$ cat config.mk
export PLATFORM = sky130hd
export DESIGN_NAME = trk0_recal_seq
export DESIGN_NICKNAME = d
export VERILOG_FILES = /design/src/rtl/recal_pkg.sv /design/src/rtl/recal_down_ctr.sv /design/src/rtl/recal_cmd_mux.sv /design/src/rtl/trk0_recal_seq.sv
export SDC_FILE = /design/constraint.sdc
export NUM_CORES = 1
export LEC_CHECK = 0
export BUFFER_PORTS_ARGS = -buffer_cell sky130_fd_sc_hd__buf_2
export CORE_UTILIZATION = 40
export DETAILED_ROUTE_END_ITERATION = 10
export SYNTH_ARGS = -nofsm -noshare
export SYNTH_HDL_FRONTEND = slang
export SYNTH_HIERARCHICAL = 1
export SYNTH_SLANG_ARGS = --single-unit
$ cat constraint.sdc
create_clock -name clk -period 3.3 [get_ports clk]
set_input_delay 0.66 -clock clk [delete_from_list [all_inputs] [get_ports clk]]
set_output_delay 0.66 -clock clk [all_outputs]
set_load 0.02 [all_outputs]
$ cat src/rtl/recal_pkg.sv
package recal_pkg;

    localparam int STAT_W = 16;
    localparam int CMD_W  = 16;

    // status bit positions decoded from the controller
    localparam int BIT_READY    = 4;
    localparam int BIT_SEEKDONE = 5;
    localparam int BIT_TRK0     = 6;

    // operation words
    localparam logic [CMD_W-1:0] CMD_WAKE_EN = 16'o4000;
    localparam logic [CMD_W-1:0] CMD_SEEK_OUT = 16'o6000;
    localparam logic [CMD_W-1:0] CMD_KEEP_MASK = 16'o5000;

    typedef enum logic [1:0] {
        TGT_RESET  = 2'd0,
        TGT_SELECT = 2'd1,
        TGT_OP     = 2'd2
    } cmd_tgt_e;

    typedef enum logic [2:0] {
        ACT_NONE,
        ACT_RESET,
        ACT_SELECT,
        ACT_ARM,
        ACT_SEEK
    } cmd_act_e;

    typedef enum logic [3:0] {
        ST_IDLE,
        ST_WR_RST,
        ST_WR_SEL,
        ST_PRE,
        ST_WR_RST2,
        ST_WR_ARM,
        ST_POLL,
        ST_WR_SEEK,
        ST_GAP
    } recal_state_e;

endpackage

$ cat src/rtl/recal_down_ctr.sv
module recal_down_ctr #(
    parameter int W = 4
) (
    input  logic         clk,
    input  logic         rst_n,
    input  logic         load_i,
    input  logic [W-1:0] load_val_i,
    input  logic         dec_i,
    output logic [W-1:0] cnt_o
);

    logic [W-1:0] cnt_d, cnt_q;

    always_comb begin
        cnt_d = cnt_q;
        if (load_i) begin
            cnt_d = load_val_i;
        end else if (dec_i && (cnt_q != '0)) begin
            cnt_d = cnt_q - W'(1);
        end
    end

    always_ff @(posedge clk or negedge rst_n) begin
        if (!rst_n) begin
            cnt_q <= '0;
        end else begin
            cnt_q <= cnt_d;
        end
    end

    assign cnt_o = cnt_q;

endmodule

$ cat src/rtl/recal_cmd_mux.sv
module recal_cmd_mux
    import recal_pkg::*;
(
    input  cmd_act_e              act_i,
    output logic                  we_o,
    output logic [1:0]            tgt_o,
    output logic [CMD_W-1:0]      data_o
);

    localparam logic [CMD_W-1:0] REARM_WORD = CMD_SEEK_OUT & CMD_KEEP_MASK;

    always_comb begin
        we_o   = 1'b1;
        tgt_o  = TGT_RESET;
        data_o = '0;
        case (act_i)
            ACT_RESET: begin
                tgt_o  = TGT_RESET;
                data_o = '0;
            end
            ACT_SELECT: begin
                tgt_o  = TGT_SELECT;
                data_o = '0;
            end
            ACT_ARM: begin
                tgt_o  = TGT_OP;
                data_o = REARM_WORD;
            end
            ACT_SEEK: begin
                tgt_o  = TGT_OP;
                data_o = CMD_SEEK_OUT;
            end
            default: begin
                we_o = 1'b0;
            end
        endcase
    end

endmodule

$ cat src/rtl/trk0_recal_seq.sv
module trk0_recal_seq
    import recal_pkg::*;
#(
    parameter int PRE_WAKES    = 2,
    parameter int SEEK_LIMIT   = 512,
    parameter int SETTLE_WAKES = 31,
    parameter int SEEK_GAP_CYC = 200
) (
    input  logic              clk,
    input  logic              rst_n,
    input  logic              start_i,
    input  logic              sector_wake_i,
    input  logic [STAT_W-1:0] status_i,
    output logic              cmd_we_o,
    output logic [1:0]        cmd_tgt_o,
    output logic [CMD_W-1:0]  cmd_data_o,
    output logic              busy_o,
    output logic              done_o,
    output logic              not_ready_o,
    output logic              seek_timeout_o
);

    localparam int PRE_W = $clog2(PRE_WAKES + 1);
    localparam int TO_W  = $clog2(SEEK_LIMIT + 1);
    localparam int ST_W  = $clog2(SETTLE_WAKES + 1);
    localparam int GAP_W = $clog2(SEEK_GAP_CYC + 1) + 1;

    typedef struct packed {
        recal_state_e st;
        logic         done;
        logic         nrdy;
        logic         tmo;
    } ctl_t;

    ctl_t ctl_d, ctl_q;

    logic st_ready, st_seekdone, st_trk0;
    logic unused_status;
    assign st_ready      = status_i[BIT_READY];
    assign st_seekdone   = status_i[BIT_SEEKDONE];
    assign st_trk0       = status_i[BIT_TRK0];
    assign unused_status = ^status_i;

    logic             pre_load, pre_dec;
    logic             to_load, to_dec;
    logic             set_load, set_dec;
    logic             gap_load, gap_dec;
    logic [PRE_W-1:0] pre_cnt;
    logic [TO_W-1:0]  to_cnt;
    logic [ST_W-1:0]  set_cnt;
    logic [GAP_W-1:0] gap_cnt;
    cmd_act_e         act;

    always_comb begin
        ctl_d    = ctl_q;
        act      = ACT_NONE;
        pre_load = 1'b0;
        pre_dec  = 1'b0;
        to_load  = 1'b0;
        to_dec   = 1'b0;
        set_load = 1'b0;
        set_dec  = 1'b0;
        gap_load = 1'b0;
        gap_dec  = 1'b0;
        case (ctl_q.st)
            ST_IDLE: begin
                if (start_i) begin
                    ctl_d.st   = ST_WR_RST;
                    ctl_d.done = 1'b0;
                    ctl_d.nrdy = 1'b0;
                    ctl_d.tmo  = 1'b0;
                end
            end
            ST_WR_RST: begin
                act      = ACT_RESET;
                ctl_d.st = ST_WR_SEL;
            end
            ST_WR_SEL: begin
                act      = ACT_SELECT;
                pre_load = 1'b1;
                set_load = 1'b1;
                ctl_d.st = ST_PRE;
            end
            ST_PRE: begin
                if (sector_wake_i) begin
                    if (pre_cnt == PRE_W'(1)) begin
                        if (st_ready) begin
                            ctl_d.st = ST_WR_RST2;
                        end else begin
                            ctl_d.st   = ST_IDLE;
                            ctl_d.nrdy = 1'b1;
                        end
                    end else begin
                        pre_dec = 1'b1;
                    end
                end
            end
            ST_WR_RST2: begin
                act      = ACT_RESET;
                ctl_d.st = ST_WR_ARM;
            end
            ST_WR_ARM: begin
                act      = ACT_ARM;
                to_load  = 1'b1;
                ctl_d.st = ST_POLL;
            end
            ST_POLL: begin
                if (sector_wake_i) begin
                    if (st_trk0) begin
                        if (set_cnt == ST_W'(1)) begin
                            ctl_d.st   = ST_IDLE;
                            ctl_d.done = 1'b1;
                        end else begin
                            set_dec = 1'b1;
                        end
                    end else if (st_seekdone) begin
                        ctl_d.st = ST_WR_SEEK;
                    end else if (to_cnt == TO_W'(1)) begin
                        ctl_d.st  = ST_IDLE;
                        ctl_d.tmo = 1'b1;
                    end else begin
                        to_dec = 1'b1;
                    end
                end
            end
            ST_WR_SEEK: begin
                act      = ACT_SEEK;
                gap_load = 1'b1;
                ctl_d.st = ST_GAP;
            end
            ST_GAP: begin
                if (gap_cnt == '0) begin
                    ctl_d.st = ST_WR_ARM;
                end else begin
                    gap_dec = 1'b1;
                end
            end
            default: begin
                ctl_d.st = ST_IDLE;
            end
        endcase
    end

    always_ff @(posedge clk or negedge rst_n) begin
        if (!rst_n) begin
            ctl_q <= '{st: ST_IDLE, done: 1'b0, nrdy: 1'b0, tmo: 1'b0};
        end else begin
            ctl_q <= ctl_d;
        end
    end

    recal_down_ctr #(.W(PRE_W)) u_pre_ctr (
        .clk(clk), .rst_n(rst_n), .load_i(pre_load),
        .load_val_i(PRE_W'(PRE_WAKES)), .dec_i(pre_dec), .cnt_o(pre_cnt)
    );

    recal_down_ctr #(.W(TO_W)) u_tmo_ctr (
        .clk(clk), .rst_n(rst_n), .load_i(to_load),
        .load_val_i(TO_W'(SEEK_LIMIT)), .dec_i(to_dec), .cnt_o(to_cnt)
    );

    recal_down_ctr #(.W(ST_W)) u_settle_ctr (
        .clk(clk), .rst_n(rst_n), .load_i(set_load),
        .load_val_i(ST_W'(SETTLE_WAKES)), .dec_i(set_dec), .cnt_o(set_cnt)
    );

    recal_down_ctr #(.W(GAP_W)) u_gap_ctr (
        .clk(clk), .rst_n(rst_n), .load_i(gap_load),
        .load_val_i(GAP_W'(SEEK_GAP_CYC)), .dec_i(gap_dec), .cnt_o(gap_cnt)
    );

    recal_cmd_mux u_cmd_mux (
        .act_i(act), .we_o(cmd_we_o), .tgt_o(cmd_tgt_o), .data_o(cmd_data_o)
    );

    assign busy_o         = (ctl_q.st != ST_IDLE);
    assign done_o         = ctl_q.done;
    assign not_ready_o    = ctl_q.nrdy;
    assign seek_timeout_o = ctl_q.tmo;

endmodule


# == Word-level counts from Yosys, hierarchy flattened ==
# Index checks and enable logic that the tools add are counted.
# totals
reg_bits,33
word_cells,115
inputBits,20
output_inout_bits,23
# op_classes
eq_ne,28
muxes,51
addsub,4
n_reduce_logical,24
# ops
op,count
4-bit one-hot mux with 9 select lines,1
1-bit 2-to-1 mux,26
4-bit 2-to-1 mux,6
12-bit one-hot mux with 2 select lines,1
2-bit inequality test (second input constant),11
10-bit 2-to-1 mux,2
5-bit 2-to-1 mux,4
9-bit 2-to-1 mux,2
4-bit by 3-bit equality test with 1-bit output (second input constant),4
2-bit nonzero test,7
3-bit one-hot mux with 4 select lines,1
10-bit by 1-bit equality test with 1-bit output (second input constant),1
5-bit AND reduction,2
10-bit nonzero test,1
10-bit by 1-bit subtractor with 10-bit output (second input constant),1
9-bit zero test,1
9-bit nonzero test,1
9-bit by 1-bit subtractor with 9-bit output (second input constant),1
4-bit by 2-bit equality test with 1-bit output (second input constant),2
7-bit 2-to-1 mux,1
7-bit AND reduction,1
3-bit by 2-bit equality test with 1-bit output (second input constant),2
1-bit one-hot mux with 2 select lines,3
6-bit AND reduction,1
other kinds (19),24

# == Logic depth before layout (Yosys ltp) ==
# Gate-level depths: netlist (run 1).
# logic_depth
depth_word,9
ltp_mapped,8
mapped_depth_nobuf,8

# == Cells and area by module ==
# Netlist (run 1), hierarchy kept.
# modules_own_cells
module,area_each_um2,seq_area_each_um2,cells_each,n_inst
trk0_recal_seq,635.6,175.2,81,1
recal_down_ctr (u_tmo_ctr),621.8,250.2,72,1
recal_down_ctr (u_gap_ctr),599.3,225.2,66,1
recal_down_ctr (u_settle_ctr),300.3,125.1,32,1
recal_cmd_mux,160.2,0.0,22,1
recal_down_ctr (u_pre_ctr),131.4,50.0,13,1

# == Worst setup path before layout (run 1) ==
# Ideal clock, no wire load.
# synth_timing
path_type,reg2out
start,reg ctl_q[5] (netlist bit)
end,out cmd_tgt_o[1]
required_ps,2640
stages_incl_launch_ff,8
setup_slack_ps,414
arrival_time_ps,2226
path_buffers,2
cell_sequence,dfrtp_1 buf_2 nor2b_1 and3b_1 or2_2 nor3b_2 o21bai_1 buf_4
# synth_via
elab_chain_len,6
word_cells_on_any_way,12
classes_between,eq/ne (8); mux (2); reduce/logical (2)
# synth_lines
element,line_no,rtl
start: declaration,trk0_recal_seq.sv:35,"ctl_t ctl_d, ctl_q;"
start signal: assignment,trk0_recal_seq.sv:146,"ctl_q <= '{st: ST_IDLE, done: 1'b0, nrdy: 1'b0, tmo: 1'b0};"
start signal: assignment,trk0_recal_seq.sv:148,ctl_q <= ctl_d;
4-bit by 3-bit equality test with 1-bit output or 4-bit by 1-bit equality test with 1-bit output (tied branches),trk0_recal_seq.sv:65,case (ctl_q.st)
2-bit OR reduction (no line),--,
3-bit one-hot mux with 4 select lines *,trk0_recal_seq.sv:65,
net act[1],trk0_recal_seq.sv:52,cmd_act_e act;
3-bit by 2-bit equality test with 1-bit output or 3-bit equality test (tied branches),recal_cmd_mux.sv:16,case (act_i)
2-bit OR reduction (no line),--,
2-bit one-hot mux with 2 select lines *,recal_cmd_mux.sv:16,
end: declaration,trk0_recal_seq.sv:15,"output logic [1:0] cmd_tgt_o,"
# The timed path passes the listed nets; every way through them passes the cells marked *.

# == Worst setup path in the final report (run 1) ==
# layout_timing
start,reg ctl_q[6] (netlist bit)
end,out cmd_tgt_o[1]
# The elaborated chain is that of the path after synthesis.

==> reports/qor.csv, run 1 <==
metric,value,unit
clock-sinks,33,
post_synth_num_cell_types,71,
fin_nets,349,
synth_edf_count,0,
worstSetupPathType,flop to primary output,
max_freq,349,MHz
synth.avg_cell_area,8.56,µm²
synth_compound_area_frac,0.196,
reg2reg_depth,7,
cts_tree,built,
rsz0062_at_grt,no,
io_pins,43,
cts_max_level,2,
drive_gt1_frac,0.145,
synthAdderAreaFrac,0.0204,
placementRows,28,
grt_pass1_vias,2028,
drv_cap,0,
crit_path_start_kind,flop,
setup_violations,0,
wire_per_inst,12.4,µm
final_cell_mix,"conb_1, dfrtp_1, nand2_1, nor2_1",
num_vias,2100,
grt_start_max_net_pins,34,
place.gp.congestion,0.786,
end_kind,primary output,
ant_nets,0,
powerDensity,831,mW/mm²
synthesis.area,0.00245,mm²
synthXorXnorAreaFrac,0.0215,
async_flop_share,1.00,
portBuffers,15,
r2r_setup_slack,0.73,ns
drt-total-wl,4.94,mm
cts_buffers,5,
drc,0,
synth_ff_type,dfrtp_1,
timing.final.crit_period,2.87,ns
r2r-start,ctl_q[6],
dp_hpwl,3.57,mm
setup-tns-final,0,ns
grt_pass1_wl,8.83,mm
ys_ff_latch,33,
arrival,2.21,ns
avgViaCountPerCell,5.25,
status,finished clean,
dr.pass1.iters,4,
hold_violations,0,
slew_violations,0,
period_share,0.869,
die_y,80.2,µm
cellLeakagePower,1.17,nW
worstMarginPinSlew,0.769,ns
muxShareOfSynthArea,0.00869,
start_util,0.414,
instances_no_fill,400,
worst_hold_path_type,input pin to asynchronous set/reset pin,
area_growth,11.0,%
seq_area_frac_synth,0.337,
die_x,80.2,µm
finClkSkew,0.00665,ns
clockBufferDepth,2,
drtIter0Drc,98,
final_util,0.459,
root_buffer,clkbuf_8,
clk_pin_slew,0.07,ns
core_area,0.00592,mm²
synth_cells,286,
cp-startpoint,ctl_q[6],
num_antenna_cells,0,
vdd_ir_drop_max,0.477,mV
grtUsageTotal,0.176,
mostFrequentLayoutCell,conb_1,
synth_top_family_by_area,simple AND/OR/NAND/NOR gates,
fill_cells,588,
fin_area,0.00272,mm²
overflow,0,
required,2.64,ns
yosys_warnings,6,
r2r_end,u_tmo_ctr/cnt_o[5],
die_area,0.00644,mm²
clock_latency,0.29,ns
cp_max_fo,17,
place_inst,393,
maxSlewHeadroom,0.483,
detailed_place.area,0.00263,mm²
synthSimpleGateAreaFrac,0.326,
antenna_found_initial,0,
critical path, cell delays in order, from the launching register on:
cell and delay (ns):
dfrtp_1 0.59, nor3_1 0.13, and2_2 0.33, or2_2 0.35, nor3b_2 0.20, o21bai_1 0.14, buf_2 0.19
cells by family (layout without fill, tap and decap cells):
group | after synthesis | in the layout
compound gates | 68 | 68
xor+xnor | 6 | 6
fa+ha+maj | 4 | 4
buf+inv | 38 | 40
flops | 33 | 33
mux | 2 | 2
other cells | 3 | 40
simple gates | 132 | 132
cells in the mapped netlist (3+ instances only):
cell type	number	area share
dfrtp_1	33	0.34
nand2_1	28	0.043
nor2_1	18	0.028
a21oi_1	15	0.031
buf_4	15	0.046
inv_1	14	0.021
nor2b_1	8	0.020
o21ai_0	8	0.016
nand3_1	7	0.014
nor3_1	7	0.014
nor3b_1	7	0.021
clkbuf_1	6	0.0092
nand2b_1	6	0.015
a31oi_1	5	0.013
o31ai_1	5	0.015
or2_2	5	0.013
and2_1	4	0.010
ha_1	4	0.020
nand4_1	4	0.010
nor4_1	4	0.010
o21ai_1	4	0.0082
or4b_1	4	0.016
xnor2_1	4	0.014
and3_1	3	0.0077
and3b_1	3	0.011
conb_1	3	0.0046
o311ai_0	3	0.011
or3_1	3	0.0077
worst max-delay path by stage:
stage	endpoint	slack, ns	depth (start not counted)
floorplan	cmd_tgt_o[1]	0.41	7
global placement	cmd_tgt_o[1]	0.66	6
detailed placement	cmd_data_o[11]	0.60	6
CTS	cmd_data_o[11]	0.29	6
global route	cmd_tgt_o[1]	0.22	6
finish	cmd_tgt_o[1]	0.43	6
power by group:
| part | total (mW) | leakage, nW | switching, mW | internal (mW) |
|---|---|---|---|---|
| logic | 1.09 | 0.724 | 0.606 | 0.485 |
| registers | 0.849 | 0.404 | 0.261 | 0.588 |
| clock network | 0.317 | 0.0443 | 0.151 | 0.166 |
| total | 2.26 | 1.17 | 1.02 | 1.24 |
area by class of cell:
class / instances / area, µm² / share of cell area
multi-input combinational: 252 / 1550 / 0.572
timing repair buffer: 19 / 105 / 0.0387
inverter: 14 / 52.6 / 0.0193
clock buffer: 7 / 86.3 / 0.0318
sequential: 33 / 826 / 0.304
tap: 75 / 93.8 / 0.0345
through the flow:
| step | setup slack (ns) | power [mW] | hold WS, ns |
|---|---|---|---|
| after global routing | 0.220 | 2.48 | 0.506 |
| final | 0.432 | 2.26 | 0.449 |
| after CTS | 0.294 | 2.26 | 0.467 |
| after floorplan | 0.414 | 1.70 | 0.364 |
| after detailed placement | 0.605 | 1.95 | 0.452 |
| after global placement | 0.664 | 1.91 | 0.446 |
state kept, by name, summed over array words and instances, names as in the netlist:
register and count:
u_settle_ctr/cnt_o 5, not_ready_o 1, u_tmo_ctr/cnt_o 10, seek_timeout_o 1, done_o 1, u_pre_ctr/cnt_o 2
ctl_q 4, u_gap_ctr/cnt_o 9
layer usage:
layer | vias up | global-route usage | part of all wire
li1 | 1073 | - | -
met1 | 988 | 0.217 | 0.48
met2 | 34 | 0.301 | 0.47
met3 | 5 | 0.0409 | 0.032
met4 | 0 | 0.0589 | 0.011
met5 | - | 0 | 0
repair_timing:
action / CTS / global route
endpoints found under the setup margin: 0 / 1
resized for setup: 0 / 1
hold buffers: 0 / 0
buffers inserted: 0 / 0
No activity file was read; power rests on OpenSTA's default activity.
==> run 2, diff against run 1 <==
- clock period: 3.3 -> 2.7 ns (I/O delays scaled with it)
==> run 2 against run 1 <==
  * Total power rose by 26%
  * Cell area rose by 1.7%
  * Clock-buffer cell count did not move
  * Non-clock buffer count rose by 3
  * Largest cell class unchanged
  * Highest routed layer is now met3
==> reports/qor.csv, run 2 (synthesized netlist as in run 1, its figures left out) <==
metric,value,unit,change
status,finished clean,,unchanged
worstMarginPinSlew,0.743,ns,was 0.769 ns
cts_resized,0,,unchanged
cp_max_fo,6,,was 17
setup_violations,0,,unchanged
portBuffers,15,,unchanged
overflow,0,,unchanged
timing.final.crit_period,2.55,ns,
drt-total-wl,5.14,mm,was 4.94 mm
clockBufferDepth,2,,unchanged
end_kind,primary output,,unchanged
worst_hold_path_type,input pin to asynchronous set/reset pin,,unchanged
period_share,0.943,,
hold_violations,0,,unchanged
num_antenna_cells,0,,unchanged
area_growth,12.9,%,was 11.0%
die_area,0.00644,mm²,unchanged
die_x,80.2,µm,unchanged
finClkSkew,0.00652,ns,was 0.00665 ns
switching_share,0.447,,was 0.451
internal_power,1.57,mW,was 1.24 mW
worstSetupPathType,flop to primary output,,unchanged
powerDensity,1030,mW/mm²,was 831 mW/mm²
power_frac_clock,0.145,,was 0.140
io_pins,43,,unchanged
drtIter0Drc,91,,was 98
clock-sinks,33,,unchanged
final_util,0.467,,was 0.459
grt_pass1_vias,1854,,was 2028
cts_buffers,5,,unchanged
avgViaCountPerCell,5.12,,was 5.25
max_freq,393,MHz,
dp_hpwl,3.73,mm,was 3.57 mm
cts_tree,built,,unchanged
grt_pass1_wl,8.56,mm,was 8.83 mm
setup-tns-final,0,ns,unchanged
arrival,2.01,ns,was 2.21 ns
final_cell_mix,"conb_1, dfrtp_1, nand2_1, nor2_1",,unchanged
power_frac_seq,0.353,,was 0.376
cts_max_level,2,,unchanged
crit_path_start_kind,flop,,unchanged
pwr-share-comb,0.502,,was 0.483
clk_pin_slew,0.07,ns,about the same
vdd_ir_drop_max,0.490,mV,was 0.477 mV
drc,0,,unchanged
wire_per_inst,12.7,µm,was 12.4 µm
fill_cells,599,,was 588
rsz0062_at_grt,no,,unchanged
drv_cap,0,,unchanged
fin_nets,352,,was 349
ctsHoldBuffers,0,,unchanged
grt_start_max_net_pins,34,,unchanged
pre_cts_ws,0.285,ns,was 0.605 ns
placementRows,28,,unchanged
fin_area,0.00276,mm²,was 0.00272 mm²
mostFrequentLayoutCell,conb_1,,unchanged
antenna_found_initial,0,,unchanged
cts_setup_buffers,0,,unchanged
maxSlewHeadroom,0.500,,was 0.483
slew_violations,0,,unchanged
detailed_place.area,0.00266,mm²,was 0.00263 mm²
clock_latency,0.28,ns,was 0.29 ns
largest_reg_flops,10,,unchanged
root_buffer,clkbuf_8,,unchanged
place.gp.congestion,0.835,,was 0.786
required,2.16,ns,was 2.64 ns
core_area,0.00592,mm²,unchanged
start_util,0.414,,unchanged
dr.pass1.iters,4,,unchanged
cellLeakagePower,1.20,nW,was 1.17 nW
fin_total_pwr,2.84,mW,was 2.26 mW
switchingPower,1.27,mW,was 1.02 mW
drive_gt1_frac,0.158,,was 0.145
ant_nets,0,,unchanged
die_y,80.2,µm,unchanged
grtUsageTotal,0.171,,was 0.176
setup_slack,0.154,ns,was 0.432 ns
num_vias,2068,,was 2100
[run 2: path summary, 6_finish.rpt]
check	startpoint	slack (ns)	to	cells after the start
worst min-delay path	rst_n	0.32	seek_timeout_o	1
worst max register to register	ctl_q[3]	0.30	u_tmo_ctr/cnt_o[5]	7
worst min register to register	done_o	0.49	done_o	2
worst max-delay path	ctl_q[3]	0.15	cmd_tgt_o[1]	7
max in group asynchronous	rst_n	1.89	u_gap_ctr/cnt_o[8]	1
min in group clk	done_o	0.49	done_o	2
[run 2: routing by layer]
| layer | GRT usage | vias up | part of all wire |
|---|---|---|---|
| li1 | - | 1079 | - |
| met1 | 0.219 | 942 | 0.48 |
| met2 | 0.288 | 47 | 0.48 |
| met5 | 0 | - | 0 |
| met3 | 0.0352 | 0 | 0.039 |
| met4 | 0.0536 | 0 | 0 |
[run 2: stage by stage]
step | std cells | hold WS (ns)
CTS | 404 | 0.348
detailed placement | 396 | 0.477
finish | 404 | 0.322
global route | 404 | 0.384
floorplan | 323 | 0.244
global placement | 396 | 0.447
[run 2: power by group through the flow]
stage / Sequential, mW / Clock [mW] / Combinational, mW
2_1_floorplan: 0.945 / 0 / 1.15
3_3_place_gp: 0.998 / 0 / 1.38
3_5_place_dp: 1.01 / 0 / 1.43
4_1_cts: 1.00 / 0.432 / 1.43
5_1_grt: 1.04 / 0.457 / 1.60
6_report: 1.00 / 0.411 / 1.43
[run 2: cell type report]
cell class / instances / area, µm² / share of cell area
multi-input combinational: 252 / 1560 / 0.565
sequential: 33 / 826 / 0.299
timing repair buffer: 22 / 128 / 0.0462
clock buffer: 7 / 96.3 / 0.0349
tap: 75 / 93.8 / 0.0340
inverter: 14 / 52.6 / 0.0190
clock inverter: 1 / 5.00 / 0.00181
[run 2: worst max-delay path: stages, from the launching register on]
cell and delay [ns]:
dfrtp_1 0.44, buf_4 0.18, nor3_1 0.08, and2_1 0.18, or2_2 0.33, nor3b_4 0.20
o21bai_2 0.14, buf_2 0.18
